==> src/rtl/wr_lock_guard.sv <==
`timescale 1ns/1ps
module wr_lock_guard #(
  parameter int ADDR_W = 8,
  parameter int SRC_W  = 16,
  parameter logic [ADDR_W-1:0] MODE_OFS = 8'h40,
  parameter logic [ADDR_W-1:0] STAT_OFS = 8'h44,
  parameter logic [ADDR_W-1:0] PROT_LO  = 8'h04,
  parameter logic [ADDR_W-1:0] PROT_HI  = 8'h1C,
  parameter logic [23:0]       KEY      = 24'h535343
) (
  input  logic              clk,
  input  logic              rst_n,
  input  logic              wr_en,
  input  logic [ADDR_W-1:0] wr_addr,
  input  logic [31:0]       wr_data,
  input  logic              rd_en,
  input  logic [ADDR_W-1:0] rd_addr,
  output logic              wr_allow,
  output logic [31:0]       rd_data
);
  localparam int PAD_HI = 32 - 8 - SRC_W;

  logic              lock_q;
  logic              viol_q;
  logic [SRC_W-1:0]  src_q;

  wire mode_wr  = wr_en && (wr_addr == MODE_OFS);
  wire key_ok   = (wr_data[31:8] == KEY);
  wire in_win   = (wr_addr >= PROT_LO) && (wr_addr <= PROT_HI);
  wire own_reg  = (wr_addr == MODE_OFS) || (wr_addr == STAT_OFS);
  wire blocked  = wr_en && lock_q && in_win;
  wire stat_rd  = rd_en && (rd_addr == STAT_OFS);

  assign wr_allow = wr_en && !own_reg && !blocked;

  always_ff @(posedge clk or negedge rst_n) begin
    if (!rst_n) begin
      lock_q <= 1'b0;
      viol_q <= 1'b0;
      src_q  <= '0;
    end else begin
      if (mode_wr && key_ok)
        lock_q <= wr_data[0];
      if (blocked) begin
        viol_q <= 1'b1;
        src_q  <= SRC_W'(wr_addr);
      end else if (stat_rd) begin
        viol_q <= 1'b0;
        src_q  <= '0;
      end
    end
  end

  always_comb begin
    rd_data = '0;
    if (rd_en && rd_addr == MODE_OFS)
      rd_data = {31'b0, lock_q};
    else if (stat_rd)
      rd_data = {{PAD_HI{1'b0}}, src_q, 7'b0, viol_q};
  end


  key_load_chk: assert property (@(posedge clk) disable iff (!rst_n)
    (wr_en && wr_addr == MODE_OFS && wr_data[31:8] == KEY) |=> (lock_q == $past(wr_data[0])));


  bad_key_chk: assert property (@(posedge clk) disable iff (!rst_n)
    (wr_en && wr_addr == MODE_OFS && wr_data[31:8] != KEY) |=> $stable(lock_q));


  mode_rd_chk: assert property (@(posedge clk) disable iff (!rst_n)
    (rd_en && rd_addr == MODE_OFS) |-> (rd_data[31:1] == '0));


  viol_log_chk: assert property (@(posedge clk) disable iff (!rst_n)
    (wr_en && lock_q && wr_addr >= PROT_LO && wr_addr <= PROT_HI)
      |=> (viol_q && src_q == SRC_W'($past(wr_addr))));


  rd_clear_chk: assert property (@(posedge clk) disable iff (!rst_n)
    (rd_en && rd_addr == STAT_OFS && !(wr_en && lock_q && wr_addr >= PROT_LO && wr_addr <= PROT_HI))
      |=> (!viol_q && src_q == '0));


  win_block_chk: assert property (@(posedge clk) disable iff (!rst_n)
    (wr_allow && lock_q) |-> !(wr_addr >= PROT_LO && wr_addr <= PROT_HI));
endmodule

==> config.mk <==
export PLATFORM = sky130hd
export DESIGN_NAME = wr_lock_guard
export DESIGN_NICKNAME = d
export VERILOG_FILES = /design/src/rtl/wr_lock_guard.sv
export SDC_FILE = /design/constraint.sdc
export NUM_CORES = 1
export LEC_CHECK = 0
export ABC_AREA = 1
export BUFFER_PORTS_ARGS = -buffer_cell sky130_fd_sc_hd__buf_2
export CORE_ASPECT_RATIO = 0.8
export CORE_MARGIN = 5
export CORE_UTILIZATION = 36
export DETAILED_ROUTE_END_ITERATION = 12
export GPL_TIMING_DRIVEN = 1
export PLACE_DENSITY = 0.77
export REMOVE_ABC_BUFFERS = 1
export SLEW_MARGIN = 30
export SYNTH_ARGS = -nofsm -noshare
export SYNTH_HDL_FRONTEND = slang
export SYNTH_SLANG_ARGS = --single-unit
==> constraint.sdc <==
create_clock -name clk -period 2.1 [get_ports clk]
set_input_delay 0.21 -clock clk [delete_from_list [all_inputs] [get_ports clk]]
set_output_delay 0.21 -clock clk [all_outputs]
set_load 0.05 [all_outputs]
## Word-level counts from Yosys, hierarchy flattened

Cells that the tools add are included.

| word-level totals | value |
|---|---|
| flip-flop bits (word level) | 18 |
| bits of input ports | 52 |
| output and inout bits | 33 |
| word-level logic and storage cells | 29 |

| cells by class | value |
|---|---|
| $lt $le $gt $ge | 2 |
| eq/ne operators | 5 |
| muxes and demuxes | 6 |
| reduce and logical (&&, ||, !) cells | 13 |

Operators with widths:

| kind | count |
|---|---|
| two-way mux 24 bit | 2 |
| == test 8 x 7 -> 1 bit, second input constant | 4 |
| two-way mux 16 bit | 2 |
| == test 24 x 23 -> 1 bit, second input constant | 1 |
| logical AND 1 bit | 9 |
| greater-or-equal comparator 8 x 3 -> 1 bit, second input constant | 1 |
| <= comparator 8 x 5 -> 1 bit, second input constant | 1 |
| logical NOT 1 bit | 2 |
| two-way mux 1 bit | 2 |
| nonzero test 2 bit | 1 |
| logical OR 1 bit | 1 |

## Longest topological paths before layout

Gate-level depths: netlist of the first run.

| logic depth | value |
|---|---|
| depth in word-level cells | 5 |
| depth in mapped cells | 9 |
| depth with buffers taken out | 9 |

## Worst setup path before layout of the first run

No wires, ideal clock.

| path | value |
|---|---|
| kind | input to output |
| from | in rd_addr[1] |
| to | out rd_data[10] |
| arrival time | 1482 ps |
| required time | 1890 ps |
| setup slack | 408 ps |
| cell stages on the path | 5 |
| path buffers | 1 |
| cell sequence | or2_1 nor2_2 nand2_2 buf_6 nor2_1 |

| on the way | value |
|---|---|
| longest elaborated chain between the ends | 4 |
| elaborated cells between the ends (all ways) | 6 |

RTL lines:

| what | RTL line | RTL |
|---|---|---|
| start, declared | 17 | `input logic [ADDR_W-1:0] rd_addr,` |
| == test 8 x 7 -> 1 bit | 32 | `wire stat_rd = rd_en && (rd_addr == STAT_OFS);` |
| logical AND 1 bit | 32 |  |
| two-way mux 24 bit | 58 | `else if (stat_rd)` |
| two-way mux 24 bit * | 56 | `if (rd_en && rd_addr == MODE_OFS)` |
| end, declared | 19 | `output logic [31:0] rd_data` |

Mark *: on every way between the ends. The rest lies on a longest branch, timed or not.

## Worst setup path in the final report of the first run

| path | value |
|---|---|
| from | in rd_addr[1] |
| to | out rd_data[11] |

The elaborated chain is that of the path after synthesis.

==> results of run 1 <==
## placed cells by master, fill, tap and decap left out
cell and count:
or2_1 1, nand4_1 4, nand3_1 9, dlygate4sd3_1 1
nand3b_1 1, nor2_1 31, nand2_2 1, nand2_1 28
nor3_2 2, o21ai_2 5, clkbuf_4 3, nand3_2 1
nor2_2 1, buf_2 54, nor3_1 1, conb_1 23
buf_4 1, nand2_4 1, dfrtp_1 10, inv_1 34
## routing by layer
metal | global-route usage | vias up
met5 | 0 | -
met4 | 0.0425 | 0
met3 | 0.0180 | 2
met2 | 0.190 | 44
met1 | 0.121 | 384
li1 | - | 528
## worst max-delay path, delay by kind of cell
| family | cells | cell delay, ns |
|---|---|---|
| buf+inv | 2 | 0.36 |
| simple gates | 4 | 0.75 |
## cells in the mapped netlist (all sizes together)
library cell,count,area [µm²]
buf,25,195
conb,1,3.75
dfrtp,10,250
inv,34,128
nand2,30,123
nand3,10,55.1
nand3b,1,7.51
nand4,4,25.0
nor2,32,123
nor3,3,25.0
o21ai,5,43.8
or2,1,6.26
## stage by stage
| stage | instances | power [mW] | area [µm²] | util |
|---|---|---|---|---|
| after floorplan | 153 | 0.328 | 872 | - |
| after global placement | 246 | 0.378 | 1200 | 0.447 |
| after detailed placement | 246 | 0.381 | 1200 | 0.447 |
| after CTS | 250 | 0.509 | 1230 | 0.459 |
| after global routing | 250 | 0.534 | 1230 | 0.459 |
| final | 250 | 0.500 | 1230 | 0.459 |
## state kept, by name, indices dropped and copies added (netlist names)
signal  count
src_q       8
viol_q      1
lock_q      1
## layout make-up
type | count | area [µm²]
clock buffers | 3 | 22.5
fillers | 313 | 1450
inverters | 34 | 128
multi-input cells | 109 | 494
flip-flops and latches | 10 | 250
well taps | 38 | 47.5
repair buffers | 56 | 288
## worst paths after layout
path	start	cells after the start	slack, ns	endpoint
max in group asynchronous	rst_n	2	1.57	src_q[4]$_DFFE_PN0P_
min reg2reg	src_q[6]$_DFFE_PN0P_	2	0.49	src_q[6]$_DFFE_PN0P_
min	wr_data[0]	3	0.19	lock_q$_DFFE_PN0P_
max	rd_addr[1]	6	0.57	rd_data[11]
max reg2reg	lock_q$_DFFE_PN0P_	6	0.88	src_q[3]$_DFFE_PN0P_
min in group asynchronous	rst_n	2	0.34	src_q[6]$_DFFE_PN0P_
## report_power, final
| group | switching, mW | internal (mW) |
|---|---|---|
| Combinational | 0.137 | 0.0441 |
| Clock | 0.0553 | 0.0656 |
| Sequential | 0.00106 | 0.197 |
| Total | 0.193 | 0.307 |
## timing repair
action,in CTS,in global routing
resized for setup,0,0
hold buffers,1,0
hold endpoints to repair,10,0
## logic make-up (layout without fill, tap and decap cells)
kind of cell,count (synthesis),after routing,synth area share
AOI/OAI and AO/OA,5,5,0.0445
buffers and inverters,59,93,0.328
DFF,10,10,0.254
other,1,23,0.00381
and+or+nand+nor,81,81,0.370
==> flow_metrics.tcl, run 1 <==
set metrics [dict create \
    syn_to_final_growth_pct 24.9 \
    postRouteWirelength_mm 2.10 \
    path_clk_slew_ns 0.06 \
    max-vdd-ir-drop_mv 0.154 \
    portBuffers 54 \
    met1_length_um 876 \
    hold_violations 0 \
    slew_violations 0 \
    whs_ns 0.188 \
    fin_nets 266 \
    cpMaxStageDelayCell "buf_2" \
    grt_max_degree 16 \
    min_period_ns 1.53 \
    cpPeakStageDelay_ns 0.27 \
    crit_path_start_kind "input pin" \
    min_path_type "input pin to register" \
    ys_warn_count 0 \
    path_common_cell "buf_2" \
    cp_cell_sequence "buf_2 -> or2_1 -> nor2_2 -> nand2_2 -> nor2_1 -> buf_2" \
    antenna_cells 0 \
    netlist_instances 156 \
    drive_gt1_frac 0.325 \
    syn_area_per_cell_um2 6.31 \
    critPathArrivalTime_ns 1.32 \
    setup_slack_ns 0.566 \
    skew_ns 0.00370 \
    tritoncts "yes" \
    cp_max_fo 15 \
    met3_length_um 239 \
    routedWlPerCell_um 8.39 \
    syn_area_um2 985 \
    grt_pass1_vias 872 \
    hpwl_mm 1.91 \
    die_y_um 56.8 \
    rsz0062_at_grt "false" \
    finalWeightedCongestion 0.767 \
    die_area_um2 3890 \
    synth_cell_types 18 \
    vias_per_cell 3.83 \
    critPathKind "input pin to output pin" \
    die_x_um 68.5 \
    outcome "finished clean" \
    numCtsBuffers 3 \
    ys_ff_latch 10 \
    coreArea_um2 2680 \
    overflow 0 \
    drv_cap 0 \
    routed-via-count 958 \
    seq_area_frac_synth 0.254 \
    grt_use_total 0.106 \
    antenna_found_initial 0 \
    powerDensity_nw_per_um2 406 \
    grt_pass1_wl_mm 3.23 \
    num_rows 17 \
    max_freq_mhz 652 \
    max-clock-path-buffers 2 \
    clock_latency_ns 0.25 \
    first_pass_iters 4 \
    initial_core_util 0.367 \
    cts.sinks 10 \
    ant_nets 0 \
    setup_tns_ns 0 \
    final-setup-viol-count 0 \
    cts_setup_buffers 0 \
    wl_met2_um 966 \
    end_kind "output pin" \
    io_pins 85 \
    initialDrtViolationCount 9 \
    cts_max_level 1 \
    crit_required_ns 1.89 \
    p_leak_nw 0.766 \
    post-route-period-util 0.730 \
    drc 0 \
    top_layer "met4" \
    post-place-ws_ns 0.556 \
    cts_root_buf "clkbuf_4" \
]
(Power assumes the default switching activity.)
==> run 2, diff against run 1 <==
--- a/config.mk
+++ b/config.mk
@@ -5,14 +5,14 @@
 export SDC_FILE = /design/constraint.sdc
 export NUM_CORES = 1
 export LEC_CHECK = 0
-export ABC_AREA = 1
+export ABC_AREA = 0
 export BUFFER_PORTS_ARGS = -buffer_cell sky130_fd_sc_hd__buf_2
 export CORE_ASPECT_RATIO = 0.8
 export CORE_MARGIN = 5
-export CORE_UTILIZATION = 36
+export CORE_UTILIZATION = 34
 export DETAILED_ROUTE_END_ITERATION = 12
 export GPL_TIMING_DRIVEN = 1
-export PLACE_DENSITY = 0.77
+export PLACE_DENSITY = 0.79
 export REMOVE_ABC_BUFFERS = 1
 export SLEW_MARGIN = 30
 export SYNTH_ARGS = -nofsm -noshare
==> constraint.sdc (replaced) <==
create_clock -name clk -period 1.5 [get_ports clk]
set_input_delay 0.15 -clock clk [delete_from_list [all_inputs] [get_ports clk]]
set_output_delay 0.15 -clock clk [all_outputs]
set_load 0.05 [all_outputs]
==> flow_metrics.tcl, run 2 <==
set metrics [dict create \
    synth_top_area_cell "dfrtp_1" \
    synth_common_cells "23 x buf_4, 11 x and2_1, 10 x dfrtp_1" \
    top_register "src_q" \
    crit_family "simple AND/OR/NAND/NOR gates" \
    cp_max_fo 2 \
    cts.sinks 10 \
    grtUsageMet1 0.138 \
    ys_ff_latch 10 \
    initial_core_util 0.362 \
    min_from "wr_data[0]" \
    die_x_um 64.1 \
    min_period_ns 1.57 \
    synth-compound-area-share 0.0550 \
    coreArea_um2 2200 \
    cpPeakStageDelay_ns 0.37 \
    syn_area_per_cell_um2 9.47 \
    clock_latency_ns 0.26 \
    grt_pass1_wl_mm 3.33 \
    ys_warn_count 0 \
    post-route-period-util 1.04 \
    antenna_found_initial 0 \
    synth_mux_area_frac 0.0519 \
    violations "negative setup slack" \
    routedWlPerCell_um 12.8 \
    max-vdd-ir-drop_mv 0.273 \
    routed-via-count 782 \
    max_freq_mhz 638 \
    crit_required_ns 1.35 \
    synth_cell_types 25 \
    drv_cap 0 \
    skew_ns 0.00319 \
    met3_usage 0.0276 \
    syn_area_um2 796 \
    fin_nets 200 \
    portBuffers 54 \
    first_pass_iters 4 \
    overflow 0 \
    path_clk_slew_ns 0.06 \
    yosysMostFrequentCell "buf_4" \
    rsz0062_at_grt "true" \
    p_leak_nw 0.648 \
    cts_max_level 1 \
    grt_use_total 0.125 \
    layout_common_cells "52 x buf_2, 23 x conb_1, 11 x and2_1" \
    final_util 0.524 \
    max-clock-path-buffers 2 \
    worst-path-buf-inv 1 \
    end_kind "output pin" \
    critPathKind "register to output pin" \
    grt_pass1_vias 813 \
    tritoncts "yes" \
    yosys_most_used_dff "dfrtp_1" \
    min_path_type "input pin to register" \
    slew_violations 0 \
    met2_usage 0.211 \
    grt_max_degree 11 \
    synth_top_family_by_area "simple AND/OR/NAND/NOR gates" \
    grt_busiest_layer "met2" \
    cpMaxStageDelayCell "dfrtp_1" \
    outcome "complete, but fails checks" \
    cp_cell_sequence "nor4b_4 -> and3_4 -> nand2_4 -> and3_4 -> buf_8" \
    netlist_instances 84 \
    total_power_uw 738 \
    antenna_cells 0 \
    powerDensity_nw_per_um2 641 \
    synth_area_leaders "dfrtp_1 31%, buf_4 22%, and2_1 8.6%" \
    synth_top_area_share 0.314 \
    io_pins 85 \
    reg.largest.list "src_q x8, lock_q x1, viol_q x1" \
    num_rows 15 \
    synthArstFlopShare 1.00 \
    hold_violations 0 \
    seq_area_frac_synth 0.314 \
    syn_to_final_growth_pct 44.7 \
    cts_root_buf "clkbuf_4" \
    yosys.area_share.simple 0.341 \
    crit_path_start_kind "register" \
    hpwl_mm 1.87 \
    finalWeightedCongestion 0.802 \
    numCtsBuffers 3 \
    drc 0 \
    mostFrequentLayoutCell "buf_2" \
    final-setup-viol-count 1 \
    die_y_um 53.3 \
    synth_edf_count 0 \
    postRouteWirelength_mm 2.20 \
    setup_slack_ns -0.0669 \
    cp-startpoint "lock_q$_DFFE_PN0P_" \
    ant_nets 0 \
    synth_xor_area_frac 0 \
    path_common_cell "and3_4" \
    drive_gt1_frac 0.524 \
    largest_register_ffs 8 \
    die_area_um2 3410 \
    rr_startpoint "lock_q$_DFFE_PN0P_" \
    vias_per_cell 4.55 \
    synth_fa_ha_area_frac 0 \
    initialDrtViolationCount 15 \
    critPathArrivalTime_ns 1.42 \
]
-- run 2: cell count changes in the layout (fill, tap and decap cells not counted), sizes merged, moves of 4 or more --
cell | previous run | this run
nor4b | 0 | 4
nand2 | 30 | 7
nor2 | 32 | 2
nand3 | 10 | 1
o21ai | 5 | 0
and2 | 0 | 11
buf | 55 | 59
inv | 34 | 2
-- run 2: worst paths after layout --
| check | endpoint | slack [ns] | cells past startpoint |
|---|---|---|---|
| worst max-delay path | wr_allow | -0.07 | 5 |
| worst min-delay path | lock_q$_DFFE_PN0P_ | 0.12 | 2 |
| worst max register to register | src_q[0]$_DFFE_PN0P_ | 0.13 | 6 |
| worst min register to register | viol_q$_DFFE_PN0P_ | 0.48 | 2 |
| max in group asynchronous | src_q[0]$_DFFE_PN0P_ | 1.04 | 2 |
| min in group asynchronous | src_q[6]$_DFFE_PN0P_ | 0.27 | 2 |
-- run 2: logic make-up after synthesis --
kind of cell | Yosys count
AO/OA/AOI/OAI | 5
buffers and inverters | 26
flip-flops | 10
multiplexers | 4
other | 1
AND/OR/NAND/NOR | 38
-- run 2: per-stage QoR --
step                cells  instance area (µm²)  TNS (ns)  hold WS (ns)  worst slack [ns]
floorplan              82                  701         0        -0.146             0.126
global placement      165                 1030         0       0.00791            0.0285
detailed placement    165                 1030   -0.0850        0.0138           -0.0223
CTS                   173                 1120   -0.0358         0.103           -0.0358
global route          172                 1150    -0.113         0.115            -0.113
finish                172                 1150   -0.0669         0.119           -0.0669
-- run 2: layout make-up --
| class | count | area, µm² |
|---|---|---|
| Clock buffer | 4 | 36.3 |
| Fill cell | 209 | 1040 |
| Inverter | 2 | 7.51 |
| Multi-Input combinational cell | 70 | 488 |
| Sequential cell | 10 | 250 |
| Tap cell | 25 | 31.3 |
| Timing Repair Buffer | 61 | 338 |
-- run 2: repair_timing --
action / CTS / global route
hold buffers: 1 / 0
gates resized for setup: 6 / 7
endpoints found under the hold margin: 10 / 0
setup endpoints to repair: 9 / 11
setup buffers: 3 / 0
pin swaps: 3 / 1
-- run 2: power breakdown --
part	internal (mW)	switching, mW	leakage [nW]
logic	0.0611	0.173	0.487
clock network	0.147	0.0864	0.0210
registers	0.270	0.000000000341	0.140
total	0.478	0.260	0.648
-- run 2: layer usage --
metal / vias up / wire length (µm) / part of all wire
li1: 377 / - / -
met1: 354 / 840 / 0.38
met2: 45 / 1080 / 0.49
met3: 6 / 210 / 0.096
met4: 0 / 65 / 0.030
met5: - / 0 / 0
-- run 2: worst reg2reg max path, cell delays in order, from the launching register on --
cell	delay [ns]
dfrtp_1	0.37
nor4b_4	0.21
and3_4	0.24
nand2_4	0.06
buf_4	0.12
buf_4	0.14
mux2i_1	0.15
==> run 3, diff against run 2 <==
--- a/config.mk
+++ b/config.mk
@@ -9,10 +9,11 @@
 export BUFFER_PORTS_ARGS = -buffer_cell sky130_fd_sc_hd__buf_2
 export CORE_ASPECT_RATIO = 0.8
 export CORE_MARGIN = 5
-export CORE_UTILIZATION = 34
+export CORE_UTILIZATION = 35
+export CTS_BUF_LIST = sky130_fd_sc_hd__clkbuf_4
 export DETAILED_ROUTE_END_ITERATION = 12
 export GPL_TIMING_DRIVEN = 1
-export PLACE_DENSITY = 0.79
+export PLACE_DENSITY = 0.81
 export REMOVE_ABC_BUFFERS = 1
 export SLEW_MARGIN = 30
 export SYNTH_ARGS = -nofsm -noshare
==> flow_metrics.tcl, run 3 (synthesized netlist as in run 2, its figures left out) <==
set metrics [dict create \
    cts.sinks 10 \
    fin_nets 201 \
    max_freq_mhz 659 \
    p_switching_uw 251 \
    outcome "complete, but fails checks" \
    clock_latency_ns 0.26 \
    grt_pass1_vias 744 \
    path_clk_slew_ns 0.06 \
    reg.largest.list "src_q x8, lock_q x1, viol_q x1" \
    clockPowerShare 0.255 \
    whs_ns 0.123 \
    cts_max_level 1 \
    mostFrequentLayoutCell "buf_2" \
    critPathKind "register to output pin" \
    setup_slack_ns -0.0181 \
    die_x_um 63.3 \
    cp-startpoint "lock_q$_DFFE_PN0P_" \
    syn_to_final_growth_pct 41.8 \
    largest_register_ffs 8 \
    coreArea_um2 2160 \
    seq_power_share 0.400 \
    overflow 0 \
    powerDensity_nw_per_um2 597 \
    num_rows 15 \
    rr_startpoint "lock_q$_DFFE_PN0P_" \
    first_pass_iters 4 \
    critPathArrivalTime_ns 1.37 \
    drv_cap 0 \
    grt_use_total 0.127 \
    tritoncts "yes" \
    min_from "wr_data[0]" \
    rsz0062_at_grt "true" \
    antenna_found_initial 0 \
    grt_pass1_wl_mm 3.28 \
    drive_gt1_frac 0.524 \
    max-vdd-ir-drop_mv 0.304 \
    min_path_type "input pin to register" \
    cp_max_fo 2 \
    drc 0 \
    slew_violations 0 \
    final-setup-viol-count 1 \
    p_leak_nw 0.639 \
    top_register "src_q" \
    combPwrFrac 0.345 \
    min_period_ns 1.52 \
    violations "negative setup slack" \
    crit_path_start_kind "register" \
    nFillCells 213 \
    routed-via-count 760 \
    skew_ns 0.00221 \
    finalWeightedCongestion 0.775 \
    layout_common_cells "53 x buf_2, 23 x conb_1, 11 x and2_1" \
    io_pins 85 \
    initialDrtViolationCount 4 \
    cts_root_buf "clkbuf_4" \
    hold_violations 0 \
    initial_core_util 0.369 \
    crit_required_ns 1.35 \
    total_power_uw 674 \
    postRouteWirelength_mm 2.12 \
    ant_nets 0 \
    die_area_um2 3330 \
    p_int_uw 422 \
    numCtsBuffers 3 \
    antenna_cells 0 \
    die_y_um 52.7 \
    portBuffers 54 \
    post-route-period-util 1.01 \
    vias_per_cell 4.42 \
    routedWlPerCell_um 12.3 \
    grt_max_degree 11 \
    switching_share 0.373 \
    max-clock-path-buffers 2 \
    end_kind "output pin" \
]
==> run 3: changes by cell type in the layout (fill, tap and decap cells not counted), sizes merged <==
cell / delta
buf: +2
clkbuf: -2
==> run 3: power by group through the flow <==
stage                     logic [mW]  clock network [mW]  registers [mW]
after floorplan                0.146                   0           0.275
after global routing           0.245               0.199           0.269
after detailed placement       0.220                   0           0.275
after global placement         0.217                   0           0.275
after CTS                      0.228               0.184           0.270
final                          0.232               0.172           0.270
==> run 3: cell type report <==
cell class | count | area [µm²] | share of cell area
clock buffers | 3 | 22.5 | 0.0200
inverters | 2 | 7.51 | 0.00665
multi-input cells | 70 | 474 | 0.420
flip-flops and latches | 10 | 250 | 0.222
well taps | 25 | 31.3 | 0.0277
repair buffers | 62 | 343 | 0.304
==> run 3: final timing paths <==
check	slack [ns]	end	cells after the start
worst max register to register	0.18	src_q[0]$_DFFE_PN0P_	6
max in group asynchronous	1.04	src_q[3]$_DFFE_PN0P_	2
worst min-delay path	0.12	lock_q$_DFFE_PN0P_	2
worst max-delay path	-0.02	wr_allow	5
worst min register to register	0.48	viol_q$_DFFE_PN0P_	2
min in group asynchronous	0.27	lock_q$_DFFE_PN0P_	2
==> run 3: worst max-delay path: stages (launching register included) <==
cell	delay (ns)
dfrtp_1	0.36
nor4b_4	0.19
and3_4	0.22
nand2_2	0.05
and3_4	0.15
buf_8	0.14
==> run 3: repair_timing <==
item,4_1_cts,5_1_grt
resized for setup,6,4
hold buffers,1,0
pin swaps,3,2
endpoints found under the setup margin,9,11
endpoints found under the hold margin,10,0
buffers inserted,3,0
==> run 3: metal layers <==
metal | vias to the layer above | track usage | part of all wire
li1 | 379 | - | -
met1 | 337 | 0.132 | 0.38
met2 | 44 | 0.227 | 0.49
met3 | 0 | 0.0429 | 0.13
met4 | 0 | 0.0727 | 0
met5 | - | 0 | 0
==> run 3: metrics by stage <==
stage                     utilization  setup TNS [ns]  worst slack (ns)  std cells  instance area [µm²]
after floorplan                     -               0             0.126         82                  701
after global placement          0.482               0            0.0335        166                 1040
after detailed placement        0.482         -0.0470           -0.0185        166                 1040
after CTS                       0.517         -0.0377           -0.0377        173                 1120
after global routing            0.523         -0.0829           -0.0829        172                 1130
final                           0.523         -0.0181           -0.0181        172                 1130
